===== src/rtl/cfg_seq_pkg.sv =====
package cfg_seq_pkg;

  localparam int REG_FIELD_W = 14;
  localparam int CNT_W       = 11;

  localparam logic [31:0] SYNC_WORD  = 32'hAA995566;
  localparam logic [31:0] NOP_WORD   = 32'h20000000;
  localparam logic [31:0] DESYNC_CMD = 32'h0000000D;

  localparam logic [REG_FIELD_W-1:0] CMD_REG = REG_FIELD_W'(4);
  localparam logic [1:0] OP_RD = 2'b01;
  localparam logic [1:0] OP_WR = 2'b10;

  typedef enum logic [2:0] {
    SEL_NOP,
    SEL_SYNC,
    SEL_HDR,
    SEL_DATA,
    SEL_CMDHDR,
    SEL_DESYNC
  } wordSelT;

  // strobes from control to datapath
  typedef struct packed {
    logic    load;
    logic    capture;
    logic    rdOp;
    logic    csN;
    logic    rdWrN;
    wordSelT sel;
  } ctrlT;

  function automatic logic [31:0] makeHeader(input logic [1:0] op,
                                             input logic [REG_FIELD_W-1:0] regIdx,
                                             input logic [CNT_W-1:0] cnt);
    return {3'b001, op, regIdx, 2'b00, cnt};
  endfunction

endpackage


===== src/rtl/cfg_seq_ctrl.sv =====
module cfg_seq_ctrl
  import cfg_seq_pkg::*;
#(
  parameter int NOP_PAD = 2,
  parameter int RD_WAIT = 4
) (
  input  logic clk,
  input  logic rstN,
  input  logic wrReq,
  input  logic rdReq,
  output logic done,
  output ctrlT ctrl
);

  localparam int PRE      = 1 + NOP_PAD;
  localparam int HDR_I    = PRE;
  localparam int DATA_I   = PRE + 1;
  localparam int WR_TAIL  = PRE + 2 + NOP_PAD;
  localparam int TURN_I   = PRE + 1 + NOP_PAD;
  localparam int RD_TAIL  = TURN_I + 1 + RD_WAIT;
  localparam int CAP_I    = RD_TAIL - 1;
  localparam int WR_LEN   = WR_TAIL + 2 + NOP_PAD;
  localparam int RD_LEN   = RD_TAIL + 2 + NOP_PAD;
  localparam int STEP_W   = $clog2(RD_LEN + 1);

  localparam logic [STEP_W-1:0] HDR_S     = STEP_W'(HDR_I);
  localparam logic [STEP_W-1:0] DATA_S    = STEP_W'(DATA_I);
  localparam logic [STEP_W-1:0] TURN_S    = STEP_W'(TURN_I);
  localparam logic [STEP_W-1:0] CAP_S     = STEP_W'(CAP_I);
  localparam logic [STEP_W-1:0] WR_TAIL_S = STEP_W'(WR_TAIL);
  localparam logic [STEP_W-1:0] WR_DSY_S  = STEP_W'(WR_TAIL + 1);
  localparam logic [STEP_W-1:0] RD_TAIL_S = STEP_W'(RD_TAIL);
  localparam logic [STEP_W-1:0] RD_DSY_S  = STEP_W'(RD_TAIL + 1);
  localparam logic [STEP_W-1:0] WR_LAST_S = STEP_W'(WR_LEN - 1);
  localparam logic [STEP_W-1:0] RD_LAST_S = STEP_W'(RD_LEN - 1);

  typedef enum logic {ST_IDLE, ST_RUN} stateT;

  stateT             state;
  logic [STEP_W-1:0] step;
  logic              isRead;
  logic              doneQ;
  logic              accept;
  logic [STEP_W-1:0] lastStep;
  logic [STEP_W-1:0] tailStep;
  logic [STEP_W-1:0] dsyStep;

  assign accept   = (state == ST_IDLE) && !doneQ && (wrReq || rdReq);
  assign lastStep = isRead ? RD_LAST_S : WR_LAST_S;
  assign tailStep = isRead ? RD_TAIL_S : WR_TAIL_S;
  assign dsyStep  = isRead ? RD_DSY_S  : WR_DSY_S;
  assign done     = doneQ;

  always_ff @(posedge clk or negedge rstN) begin
    if (!rstN) begin
      state  <= ST_IDLE;
      step   <= '0;
      isRead <= 1'b0;
      doneQ  <= 1'b0;
    end else begin
      doneQ <= 1'b0;
      if (accept) begin
        state  <= ST_RUN;
        step   <= '0;
        isRead <= !wrReq;   // write wins when both strobes are high
      end else if (state == ST_RUN) begin
        if (step == lastStep) begin
          state <= ST_IDLE;
          step  <= '0;
          doneQ <= 1'b1;
        end else begin
          step <= step + 1'b1;
        end
      end
    end
  end

  always_comb begin
    ctrl.load    = accept;
    ctrl.capture = 1'b0;
    ctrl.rdOp    = isRead;
    ctrl.csN     = 1'b1;
    ctrl.rdWrN   = 1'b0;
    ctrl.sel     = SEL_NOP;
    if (state == ST_RUN) begin
      ctrl.csN = 1'b0;
      if (step == '0)                      ctrl.sel = SEL_SYNC;
      else if (step == HDR_S)              ctrl.sel = SEL_HDR;
      else if (!isRead && step == DATA_S)  ctrl.sel = SEL_DATA;
      else if (step == tailStep)           ctrl.sel = SEL_CMDHDR;
      else if (step == dsyStep)            ctrl.sel = SEL_DESYNC;
      if (isRead && step == TURN_S) begin
        ctrl.csN   = 1'b1;
        ctrl.rdWrN = 1'b1;
      end
      if (isRead && step > TURN_S && step < RD_TAIL_S) ctrl.rdWrN = 1'b1;
      ctrl.capture = isRead && (step == CAP_S);
    end
  end

endmodule


===== src/rtl/cfg_seq_datapath.sv =====
module cfg_seq_datapath
  import cfg_seq_pkg::*;
#(
  parameter int ADDR_W = 5
) (
  input  logic              clk,
  input  logic              rstN,
  input  ctrlT              ctrl,
  input  logic [ADDR_W-1:0] regAddr,
  input  logic [31:0]       wrData,
  input  logic [31:0]       portDout,
  output logic              portCsN,
  output logic              portRdWrN,
  output logic [31:0]       portDin,
  output logic [31:0]       rdData
);

  logic [REG_FIELD_W-1:0] addrQ;
  logic [31:0]            dataQ;
  logic [31:0]            capQ;

  always_ff @(posedge clk or negedge rstN) begin
    if (!rstN) begin
      addrQ <= '0;
      dataQ <= '0;
    end else if (ctrl.load) begin
      addrQ <= REG_FIELD_W'(regAddr);
      dataQ <= wrData;
    end
  end

  always_ff @(posedge clk or negedge rstN) begin
    if (!rstN)             capQ <= '0;
    else if (ctrl.capture) capQ <= portDout;
  end

  always_comb begin
    case (ctrl.sel)
      SEL_SYNC:   portDin = SYNC_WORD;
      SEL_HDR:    portDin = makeHeader(ctrl.rdOp ? OP_RD : OP_WR, addrQ, CNT_W'(1));
      SEL_DATA:   portDin = dataQ;
      SEL_CMDHDR: portDin = makeHeader(OP_WR, CMD_REG, CNT_W'(1));
      SEL_DESYNC: portDin = DESYNC_CMD;
      default:    portDin = NOP_WORD;
    endcase
  end

  assign portCsN   = ctrl.csN;
  assign portRdWrN = ctrl.rdWrN;
  assign rdData    = capQ;

endmodule


===== src/rtl/cfg_cmd_sequencer.sv =====
module cfg_cmd_sequencer
  import cfg_seq_pkg::*;
#(
  parameter int ADDR_W  = 5,
  parameter int NOP_PAD = 2,
  parameter int RD_WAIT = 4
) (
  input  logic              clk,
  input  logic              rstN,
  input  logic [ADDR_W-1:0] regAddr,
  input  logic [31:0]       wrData,
  input  logic              wrReq,
  input  logic              rdReq,
  output logic              done,
  output logic [31:0]       rdData,
  output logic              portCsN,
  output logic              portRdWrN,
  output logic [31:0]       portDin,
  input  logic [31:0]       portDout
);

  ctrlT ctrlBus;

  cfg_seq_ctrl #(.NOP_PAD(NOP_PAD), .RD_WAIT(RD_WAIT)) u_ctrl (
    .clk   (clk),
    .rstN  (rstN),
    .wrReq (wrReq),
    .rdReq (rdReq),
    .done  (done),
    .ctrl  (ctrlBus)
  );

  cfg_seq_datapath #(.ADDR_W(ADDR_W)) u_dp (
    .clk       (clk),
    .rstN      (rstN),
    .ctrl      (ctrlBus),
    .regAddr   (regAddr),
    .wrData    (wrData),
    .portDout  (portDout),
    .portCsN   (portCsN),
    .portRdWrN (portRdWrN),
    .portDin   (portDin),
    .rdData    (rdData)
  );

endmodule


===== config.mk =====
export PLATFORM = sky130hd
export DESIGN_NAME = cfg_cmd_sequencer
export DESIGN_NICKNAME = d
export VERILOG_FILES = /design/src/rtl/cfg_seq_pkg.sv /design/src/rtl/cfg_seq_ctrl.sv /design/src/rtl/cfg_seq_datapath.sv /design/src/rtl/cfg_cmd_sequencer.sv
export SDC_FILE = /design/constraint.sdc
export NUM_CORES = 1
export LEC_CHECK = 0
export CAP_MARGIN = 20
export CELL_PAD_IN_SITES_DETAIL_PLACEMENT = 1
export CELL_PAD_IN_SITES_GLOBAL_PLACEMENT = 2
export CORE_ASPECT_RATIO = 0.9
export CORE_MARGIN = 2
export CORE_UTILIZATION = 26
export DETAILED_ROUTE_END_ITERATION = 12
export PLACE_DENSITY_LB_ADDON = 0.1
export SLEW_MARGIN = 25
export SYNTH_ARGS = -nofsm -noshare
export SYNTH_HDL_FRONTEND = slang
export SYNTH_SLANG_ARGS = --single-unit

===== constraint.sdc =====
create_clock -name clk -period 2.1 [get_ports clk]
set_input_delay 0.63 -clock clk [delete_from_list [all_inputs] [get_ports clk]]
set_output_delay 0.63 -clock clk [all_outputs]
set_load 0.03 [all_outputs]

### Yosys cells after proc, flatten, opt, wreduce, memory -nomap -nowiden

Cells that the tools add are included.

| word-level totals | value |
|---|---|
| register bits after elaboration | 76 |
| output and inout port bits | 67 |
| memories kept | 0 |
| RAM bits | 0 |
| word-level logic and storage cells | 59 |
| bits of input ports | 73 |
| bits in read-only memories | 0 |
| bits in latches | 0 |

| operators by class | value |
|---|---|
| $add $sub $neg | 1 |
| multiplexer cells | 23 |
| bitwise gates (word level) | 1 |
| multipliers | 0 |
| equal/unequal tests | 12 |
| divide/modulo/power cells | 0 |
| reductions and logical operators | 13 |
| $lt $le $gt $ge | 2 |
| shifts and indexed selects | 0 |

Operators with widths:

| operator | number |
|---|---|
| one-hot mux 32 bit (5 select lines) | 1 |
| 2-to-1 mux 3 bit | 7 |
| 2-to-1 mux 4 bit | 4 |
| == test 4 bit | 3 |
| == test 4 x 3 -> 1 bit, second input constant | 2 |
| 2-to-1 mux 1 bit | 8 |
| logical AND 1 bit | 7 |
| == test 3 x 2 -> 1 bit, second input constant | 2 |
| == test 3 bit, second input constant | 2 |
| 2-to-1 mux 5 bit | 1 |
| adder 4 x 1 -> 4 bit, second input constant | 1 |
| == test 4 x 2 -> 1 bit, second input constant | 1 |
| == test 4 bit, second input constant | 1 |
| > comparator 4 x 3 -> 1 bit, second input constant | 1 |
| logical NOT 4 bit | 1 |
| < comparator 4 bit, second input constant | 1 |
| 2-to-1 mux 2 bit | 2 |
| == test 3 x 1 -> 1 bit, second input constant | 1 |
| logical NOT 1 bit | 3 |
| nonzero test 2 bit | 1 |
| logical OR 1 bit | 1 |
| inverter 1 bit | 1 |

### Longest topological paths before layout

Gate-level depths: netlist (run 1).

| logic depth | value |
|---|---|
| word-level depth | 10 |
| gate-level depth with buffers | 7 |
| mapped depth without buffers | 6 |

### Hierarchy

Synthesis (run 1) repeated with hierarchy kept, for this count alone.

| second synthesis, totals | value |
|---|---|
| cell total of the unflattened synthesis | 296 |
| area total of the unflattened synthesis | 3468.3 um^2 |

Modules (own cells, without submodules):

| module | cells an instance | area an instance (um^2) | sequential area each (um^2) | times used |
|---|---|---|---|---|
| cfg_seq_datapath | 230 | 2924.1 | 1726.7 | 1 |
| cfg_seq_ctrl | 66 | 544.3 | 175.2 | 1 |

### Worst setup path after synthesis (run 1)

Ideal clock, no wire load.

| path | value |
|---|---|
| path kind | register to output |
| start point | register u_ctrl.step[1] |
| end point | output portDin[14] |
| slack | -0.462 ns |
| data arrival time | 1.932 ns |
| stages on the path, launching flop included | 8 |
| path through | dfrtp_1 inv_1 ha_1 buf_4 mux2_2 mux2i_1 mux2i_1 a31oi_1 |

| on the way | value |
|---|---|
| cells in the longest elaborated chain, start to end | 9 |

Ends and longest elaborated chain:

| what | line | source |
|---|---|---|
| from (decl) | cfg_seq_ctrl.sv:40 | `logic [STEP_W-1:0] step;` |
| from (signal assigned) | cfg_seq_ctrl.sv:72 | `step <= step + 1'b1;` |
| == test 4 bit | cfg_seq_ctrl.sv:91 | `else if (step == dsyStep) ctrl.sel = SEL_DESYNC;` |
| 2-to-1 mux 3 bit | cfg_seq_ctrl.sv:91 |  |
| 2-to-1 mux 3 bit | cfg_seq_ctrl.sv:90 | `else if (step == tailStep) ctrl.sel = SEL_CMDHDR;` |
| 2-to-1 mux 3 bit | cfg_seq_ctrl.sv:89 | `else if (!isRead && step == DATA_S) ctrl.sel = SEL_DATA;` |
| 2-to-1 mux 3 bit | cfg_seq_ctrl.sv:88 | `else if (step == HDR_S) ctrl.sel = SEL_HDR;` |
| 2-to-1 mux 3 bit (*) | cfg_seq_ctrl.sv:87 | `if (step == '0) ctrl.sel = SEL_SYNC;` |
| 2-to-1 mux 5 bit (*) | cfg_seq_ctrl.sv:85 | `if (state == ST_RUN) begin` |
| == test 3 bit, or another cell as far along | cfg_seq_datapath.sv:38 | `case (ctrl.sel)` |
| one-hot mux 32 bit (5 select lines) (*) | cfg_seq_datapath.sv:38 |  |
| to (decl) | cfg_cmd_sequencer.sv:18 | `output logic [31:0] portDin,` |

Every way passes the cells marked *; elsewhere a longest branch is shown, timed or not.

### Worst setup path after layout (run 1)

| path | value |
|---|---|
| start point | register u_ctrl.step[0] |
| end point | output portDin[0] |

The elaborated chain is that of the path after synthesis.

==> results of run 1 <==
[timing repair]
action | 4_1_cts | 5_1_grt
setup endpoints to repair | 35 | 34
setup buffers | 15 | 0
resized for setup | 54 | 36
cloned | 4 | 0
hold buffers | 0 | 0
hold endpoints to repair | 0 | 0
pin swaps | 12 | 11
[power by group]
group          total [W]  switching [W]  internal [W]  leakage (nW)
combinational    0.00690        0.00322       0.00368          1.81
sequential       0.00270       0.000474       0.00222         0.893
clock            0.00156       0.000612      0.000944         0.138
total             0.0112        0.00431       0.00684          2.84
[cell type report]
cell class                      instances  area, um^2  share of cell area, %
Sequential cell                        76        1900                   29.1
Clock buffer                           11         243                   3.71
Clock inverter                          4        50.0                  0.765
Tap cell                              193         241                   3.69
Multi-Input combinational cell        171        2010                   30.7
Inverter                                4        15.0                  0.229
Timing Repair Buffer                  194        2080                   31.8
[state kept, by name, summed over array words and instances, names as in the netlist]
signal and cells:
u_ctrl.done 1, u_ctrl.isRead 1, u_ctrl.step 4, u_dp.rdData 32, u_dp.addrQ 5, u_dp.dataQ 32, u_ctrl.state 1
[per-stage QoR]
step                power (W)  TNS [ns]  hold WS, ns  setup slack, ns  cell area [um^2]
floorplan             0.00645     -4.67        0.334           -0.257              3920
global placement      0.00863     -7.84        0.491           -0.295              5730
detailed placement    0.00871     -8.86        0.492           -0.339              5730
CTS                    0.0111    -17.70        0.239           -0.624              6420
global route           0.0118    -18.67        0.253           -0.666              6550
finish                 0.0112    -15.03        0.224           -0.567              6550
[per-layer routing]
layer  wire [um]  track usage [%]  share of wire [%]  vias to the layer above
met3         770             6.32                7.1                       10
met5           0                0                  0                        -
met2        5290             23.3                 49                       67
li1            -                -                  -                     1333
met1        4660             19.0                 43                     1410
met4         105             3.63               0.97                        0
[cell usage in the layout, fill, tap and decap left out, types with 4 or more instances in the layout]
| master | count |
|---|---|
| buf_4 | 32 |
| buf_12 | 13 |
| clkdlybuf4s50_1 | 103 |
| clkbuf_16 | 9 |
| mux2_4 | 31 |
| nand2_1 | 4 |
| mux2_2 | 40 |
| a21o_4 | 11 |
| nor2_1 | 5 |
| buf_6 | 42 |
| a21oi_1 | 5 |
| dfrtp_1 | 75 |
| and2_4 | 10 |
| nand2b_4 | 4 |
[cell families after synthesis]
family	after synthesis	synth area share, %
buf+inv	24	5.31
flops	76	51.1
xor+xnor	1	0.235
mux	74	25.3
fa+ha+maj	3	1.01
compound gates	43	8.00
simple gates	50	9.07
[worst max-delay path, stage by stage, from the launching register on]
cell and delay [ns]:
dfrtp_1 0.39, inv_2 0.08, ha_4 0.17, buf_4 0.12
mux2_4 0.30, mux2i_4 0.16, mux2i_4 0.13, and3_4 0.21
buf_6 0.13
[path summary, 6_finish.rpt]
path	slack [ns]	startpoint	to	depth (start not counted)
worst max-delay path	-0.57	u_ctrl.step[0]$_DFFE_PN0P_	portDin[0]	8
worst min-delay path	0.22	rstN	u_dp.dataQ[21]$_DFFE_PN0P_	1
worst max register to register	0.24	u_ctrl.step[0]$_DFFE_PN0P_	u_dp.rdData[9]$_DFFE_PN0P_	8
worst min register to register	0.50	u_dp.rdData[13]$_DFFE_PN0P_	u_dp.rdData[13]$_DFFE_PN0P_	1
max in group asynchronous	1.31	rstN	u_dp.rdData[18]$_DFFE_PN0P_	2
min in group clk	0.50	u_dp.rdData[13]$_DFFE_PN0P_	u_dp.rdData[13]$_DFFE_PN0P_	1
==> summary.txt, run 1 <==
Synth
  • Register bit total from synthesis: 76
  • Main area contributors after synthesis: dfrtp_1, mux2_2, mux2_4
  • Count of flip-flops with a built-in enable after synthesis: 0
  • Netlist Area Pre-Place: 3720 um^2
  • Fraction of registers with async set or reset after synthesis: 100%
  • Most common cell in the synthesized netlist: dfrtp_1
  • Synth Instances: 271
  • Synthesis warning total: 0
  • Post-synth top cells: dfrtp_1, mux2_2, mux2_4, a21o_1, buf_6
  • Portion of synthesized cell area occupied by the leading cell type: 51.1%
  • Leading register cell type out of synthesis: dfrtp_1
  • Cell type with the highest aggregate area in the netlist: dfrtp_1
  • Sequential fraction of the synthesis area: 51.1%
  • Netlist cell types: 43
  • Synthesized area per cell: 13.7 um^2
  • Post-synthesis net count: 347

Pwr
  • IR Drop Worst-Case VDD: 544 uV
  • Power per standard cell area: 1700 nW/um^2
  • Leakage power: 2.84 nW

Detailed routing
  • Initial DRC Count: 60
  • Total DRC errors in the routed layout: 0
  • Overall routed net length: between 10000 and 15000 um
  • Via/cell ratio: 4.32
  • 1st-pass router iterations: 4
  • Average detailed-routed wire length per instance: 16.6 um
  • Count of vias placed by the detailed router: around 2800
  • Number of nets with antenna violations after routing: 0

Timing
  • Final setup violation count: 34
  • Setup repair after global routing missed its margin: true
  • Final Critical Period: 2.67 ns
  • Transition time at the pin with the least slew margin: 0.432 ns
  • Final Cycle Share: 127%
  • Post-route clock skew: between 0.004 and 0.005 ns
  • Least setup slack across all paths after layout: -0.567 ns
  • Count of final hold-check violations: 0
  • Tightest slew margin relative to the limit: between 70% and 80%
  • Achievable Freq: 375 MHz
  • Final Max Tran Viols: 0

Hold path
  • Hold/Removal Path Class: input port to async pin

Global routing
  • Initial antenna violation count: 0
  • Maximum number of pins on one net before global-route repair: 38
  • Final global-route overflow total: 0
  • Overall Global Routing Usage: 14.9%
  • Global-route wire length before repair: 17500 um
  • Via count of the first global-routing pass: 3186

Layout
  • Filler cells: 1425
  • Layout Area Growth over Synthesis: 75.8%
  • Number of non-filler instances in the completed layout: ~650
  • Number of nets at the end of the flow: 532
  • Ant. Diodes: 0
  • Proportion of layout cells with a drive suffix above 1: 52.6%
  • Post-route core utilization: between 40% and 50%

Run status
  • Run status: finished, violations left
  • Failing checks: negative setup slack

Worst setup path
  • Required time of the critical path: 1.47 ns
  • Crit path arrival time: 2.04 ns
  • Nature of the critical path endpoint: output port
  • Critical Setup Path Class: flip-flop to output port
  • CP Max Fanout: 6
  • Critical Path Start Type: flip-flop

Die
  • Starting utilization of the core area: 26.6%
  • Area of the die: 15300 um^2
  • Number of placement rows: 41
  • Die X-Extent: 130 um
  • Area inside the core boundary: 14000 um^2
  • Die Y: 118 um
  • Boundary Pins: 140

Clock tree
  • CTS buffer count: 9
  • Reg clk slew, reported paths: around 0.06 ns
  • Number of H-tree branching levels: 3
  • TritonCTS clock tree: done
  • Maximum number of buffers from clock root to sink: 2
  • Clock latency on the worst-skew pair: 0.34 ns
  • Number of clock sinks: 76
  • CTS Root Buffer Type: clkbuf_16

Placement
  • Number of instances in the placed design: 622
  • Detail Placement HPWL: 7450 um
  • Count of input and output buffers: 139
  • Final weighted congestion in routability-driven placement: 0.749

Flow run
  • Max Cap Violations: 0
(Power assumes the default switching activity.)
==> run 2, diff against run 1 <==
- HOLD_SLACK_MARGIN: unset -> 0.15
==> results of run 2 <==
Final layout, timing and power as in run 1 (identical DEF).
==> run 3, diff against run 2 <==
- GPL_TIMING_DRIVEN: unset -> 0
==> run 3 against run 2 <==
The flow still finishes with violations (negative setup slack). Fmax fell by 0.99%. Critical path depth did not move. Via count fell by 0.35%. Critical path type unchanged. Largest cell class is now multi-input gates.
==> summary.txt, run 3 (synthesis results as in run 1) <==
Run status
  • Run status: finished, violations left
  • Failing checks: negative setup slack

Global routing
  • Initial antenna violation count: 0
  • Via count of the first global-routing pass: 3212
  • Overall Global Routing Usage: roughly 15%
  • Global-route wire length before repair: 17400 um
  • Maximum number of pins on one net before global-route repair: between 40 and 50
  • Final global-route overflow total: 0

Worst setup path
  • Critical Path Start Type: flip-flop
  • Slowest Stage Delay on Critical Path: 0.42 ns
  • Required time of the critical path: about 1.5 ns
  • Crit path arrival time: 2.06 ns
  • Nature of the critical path endpoint: output port
  • Cell type of the slowest stage on the worst timing path: dfrtp_2
  • CP top delay family: compound AO/OA/AOI/OAI gates
  • CP Max Fanout: 5
  • Critical Setup Path Class: flip-flop to output port
  • Count of buffering cells on the critical path with inverters included: 3
  • Critical path, cell by cell: inv_2 > ha_4 > buf_8 > nor2b_4 > o22ai_2 > a211o_4 > a31oi_4 > buf_6

Detailed routing
  • Total DRC errors in the routed layout: 0
  • Count of vias placed by the detailed router: roughly 2800
  • Via/cell ratio: 4.37
  • Number of nets with antenna violations after routing: 0
  • 1st-pass router iterations: 4
  • Overall routed net length: 10600 um
  • Initial DRC Count: 42
  • Average detailed-routed wire length per instance: between 15 and 20 um

Timing
  • Tightest slew margin relative to the limit: between 70% and 80%
  • Final-layout setup total negative slack: -16.90 ns
  • Final setup violation count: 33
  • Final Max Tran Viols: 0
  • Least setup slack across all paths after layout: -0.593 ns
  • Achievable Freq: 371 MHz
  • Count of final hold-check violations: 0
  • Final Cycle Share: 128%
  • Final Critical Period: 2.69 ns
  • Post-route clock skew: between 0.007 and 0.008 ns
  • Transition time at the pin with the least slew margin: between 0.3 and 0.4 ns
  • Setup repair after global routing missed its margin: true

Placement
  • Number of instances in the placed design: 604
  • Post-detailed-placement cell area: 5570 um^2
  • Detail Placement HPWL: 7220 um
  • Worst slack at placement: -1.14 ns
  • Final weighted congestion in routability-driven placement: 0.716
  • Count of input and output buffers: about 140

Die
  • Number of placement rows: 41
  • Die Y: 118 um
  • Boundary Pins: 140
  • Die X-Extent: 130 um
  • Starting utilization of the core area: 26.6%
  • Area inside the core boundary: 14000 um^2
  • Area of the die: 15300 um^2

Pwr
  • P_int: 0.00679 W
  • Power share of the clock group: 16.4%
  • IR Drop Worst-Case VDD: between 600 and 700 uV
  • Switching Share: 38.0%
  • Leakage power: between 2 and 3 nW
  • Power per standard cell area: 1720 nW/um^2
  • Total net switching power: 0.00417 W
  • Seq pwr share: between 20% and 30%
  • Power share of the combinational group: 59.4%

Layout
  • Layout Area Growth over Synthesis: 71.2%
  • Post-Layout Inst Area: around 6400 um^2
  • Most frequent standard cell in the layout excluding fill and tap cells: clkdlybuf4s50_1
  • Commonest non-fill, non-tap cells in the layout: clkdlybuf4s50_1, dfrtp_1, buf_6
  • Post-route core utilization: 45.5%
  • Proportion of layout cells with a drive suffix above 1: 50.4%
  • Number of nets at the end of the flow: 522
  • Number of non-filler instances in the completed layout: 643
  • Sequential cell area: 1900 um^2
  • Area of the multi-input gates: 1970 um^2
  • Filler cells: between 1000 and 1500
  • Ant. Diodes: 0

Clock tree
  • Reg clk slew, reported paths: 0.06 ns
  • TritonCTS clock tree: done
  • Number of clock sinks: 76
  • Clock latency on the worst-skew pair: 0.34 ns
  • CTS Root Buffer Type: clkbuf_16
  • Hold bufs inserted after CTS: 0
  • Number of H-tree branching levels: 3
  • CTS buffer count: 9
  • Maximum number of buffers from clock root to sink: 2

Hold path
  • Hold/Removal Path Class: input port to async pin

Flow run
  • Max Cap Violations: 0
## run 3: cell types whose count changed in the layout (fill, tap and decap cells not counted), sizes merged
cell / delta
inv: -1
bufbuf: +1
bufinv: +2
buf: -12
clkbuf: +1
clkinv: -1
## run 3: area by class of cell
| class | count | area share [%] |
|---|---|---|
| multi-input combinational | 171 | 30.8 |
| clock buffer | 11 | 3.81 |
| sequential | 76 | 29.9 |
| clock inverter | 4 | 1.53 |
| tap | 193 | 3.79 |
| buffer | 20 | 3.79 |
| timing repair buffer | 164 | 26.1 |
| inverter | 4 | 0.294 |
## run 3: worst paths after layout
| check | start | cells past startpoint | slack, ns | endpoint |
|---|---|---|---|---|
| min in group clk | u_dp.rdData[13]$_DFFE_PN0P_ | 1 | 0.50 | u_dp.rdData[13]$_DFFE_PN0P_ |
| min reg2reg | u_dp.rdData[13]$_DFFE_PN0P_ | 1 | 0.50 | u_dp.rdData[13]$_DFFE_PN0P_ |
| max reg2reg | u_ctrl.step[3]$_DFFE_PN0P_ | 5 | 0.43 | u_dp.rdData[14]$_DFFE_PN0P_ |
| min | rstN | 1 | 0.20 | u_dp.dataQ[21]$_DFFE_PN0P_ |
| max in group asynchronous | rstN | 2 | 1.34 | u_dp.rdData[13]$_DFFE_PN0P_ |
| max | u_ctrl.step[1]$_DFFE_PN0P_ | 8 | -0.59 | portDin[16] |
## run 3: worst reg2reg max path: cells and delay by family, from the launching register on
kind	cells	cell delay [ns]
mux	1	0.32
flops	1	0.40
simple gates	2	0.36
buf+inv	2	0.48
## run 3: through the flow
step | hold WS, ns | power, W
6_report | 0.196 | 0.0110
5_1_grt | 0.204 | 0.0116
4_1_cts | 0.197 | 0.0111
3_5_place_dp | 0.493 | 0.00838
3_3_place_gp | 0.490 | 0.00831
2_1_floorplan | 0.334 | 0.00645
## run 3: power by group through the flow
stage	clock network (W)	registers, W	logic (W)
6_report	0.00179	0.00266	0.00651
5_1_grt	0.00194	0.00277	0.00693
4_1_cts	0.00187	0.00267	0.00654
3_5_place_dp	0	0.00268	0.00570
3_3_place_gp	0	0.00265	0.00565
2_1_floorplan	0	0.00323	0.00321
## run 3: metal layers
metal  wire length (um)  vias up  track usage [%]
met4                 93        0             3.23
li1                   -     1314                -
met5                  0        -                0
met2               5230       64             23.7
met1               4520     1424             18.9
met3                714        8             6.45
## run 3: what timing repair did
action                     in CTS  in global routing
gates cloned                    2                  0
gates resized for setup       283                  9
pin swaps                      12                 11
setup endpoints to repair      35                 34
setup buffers                  20                  3
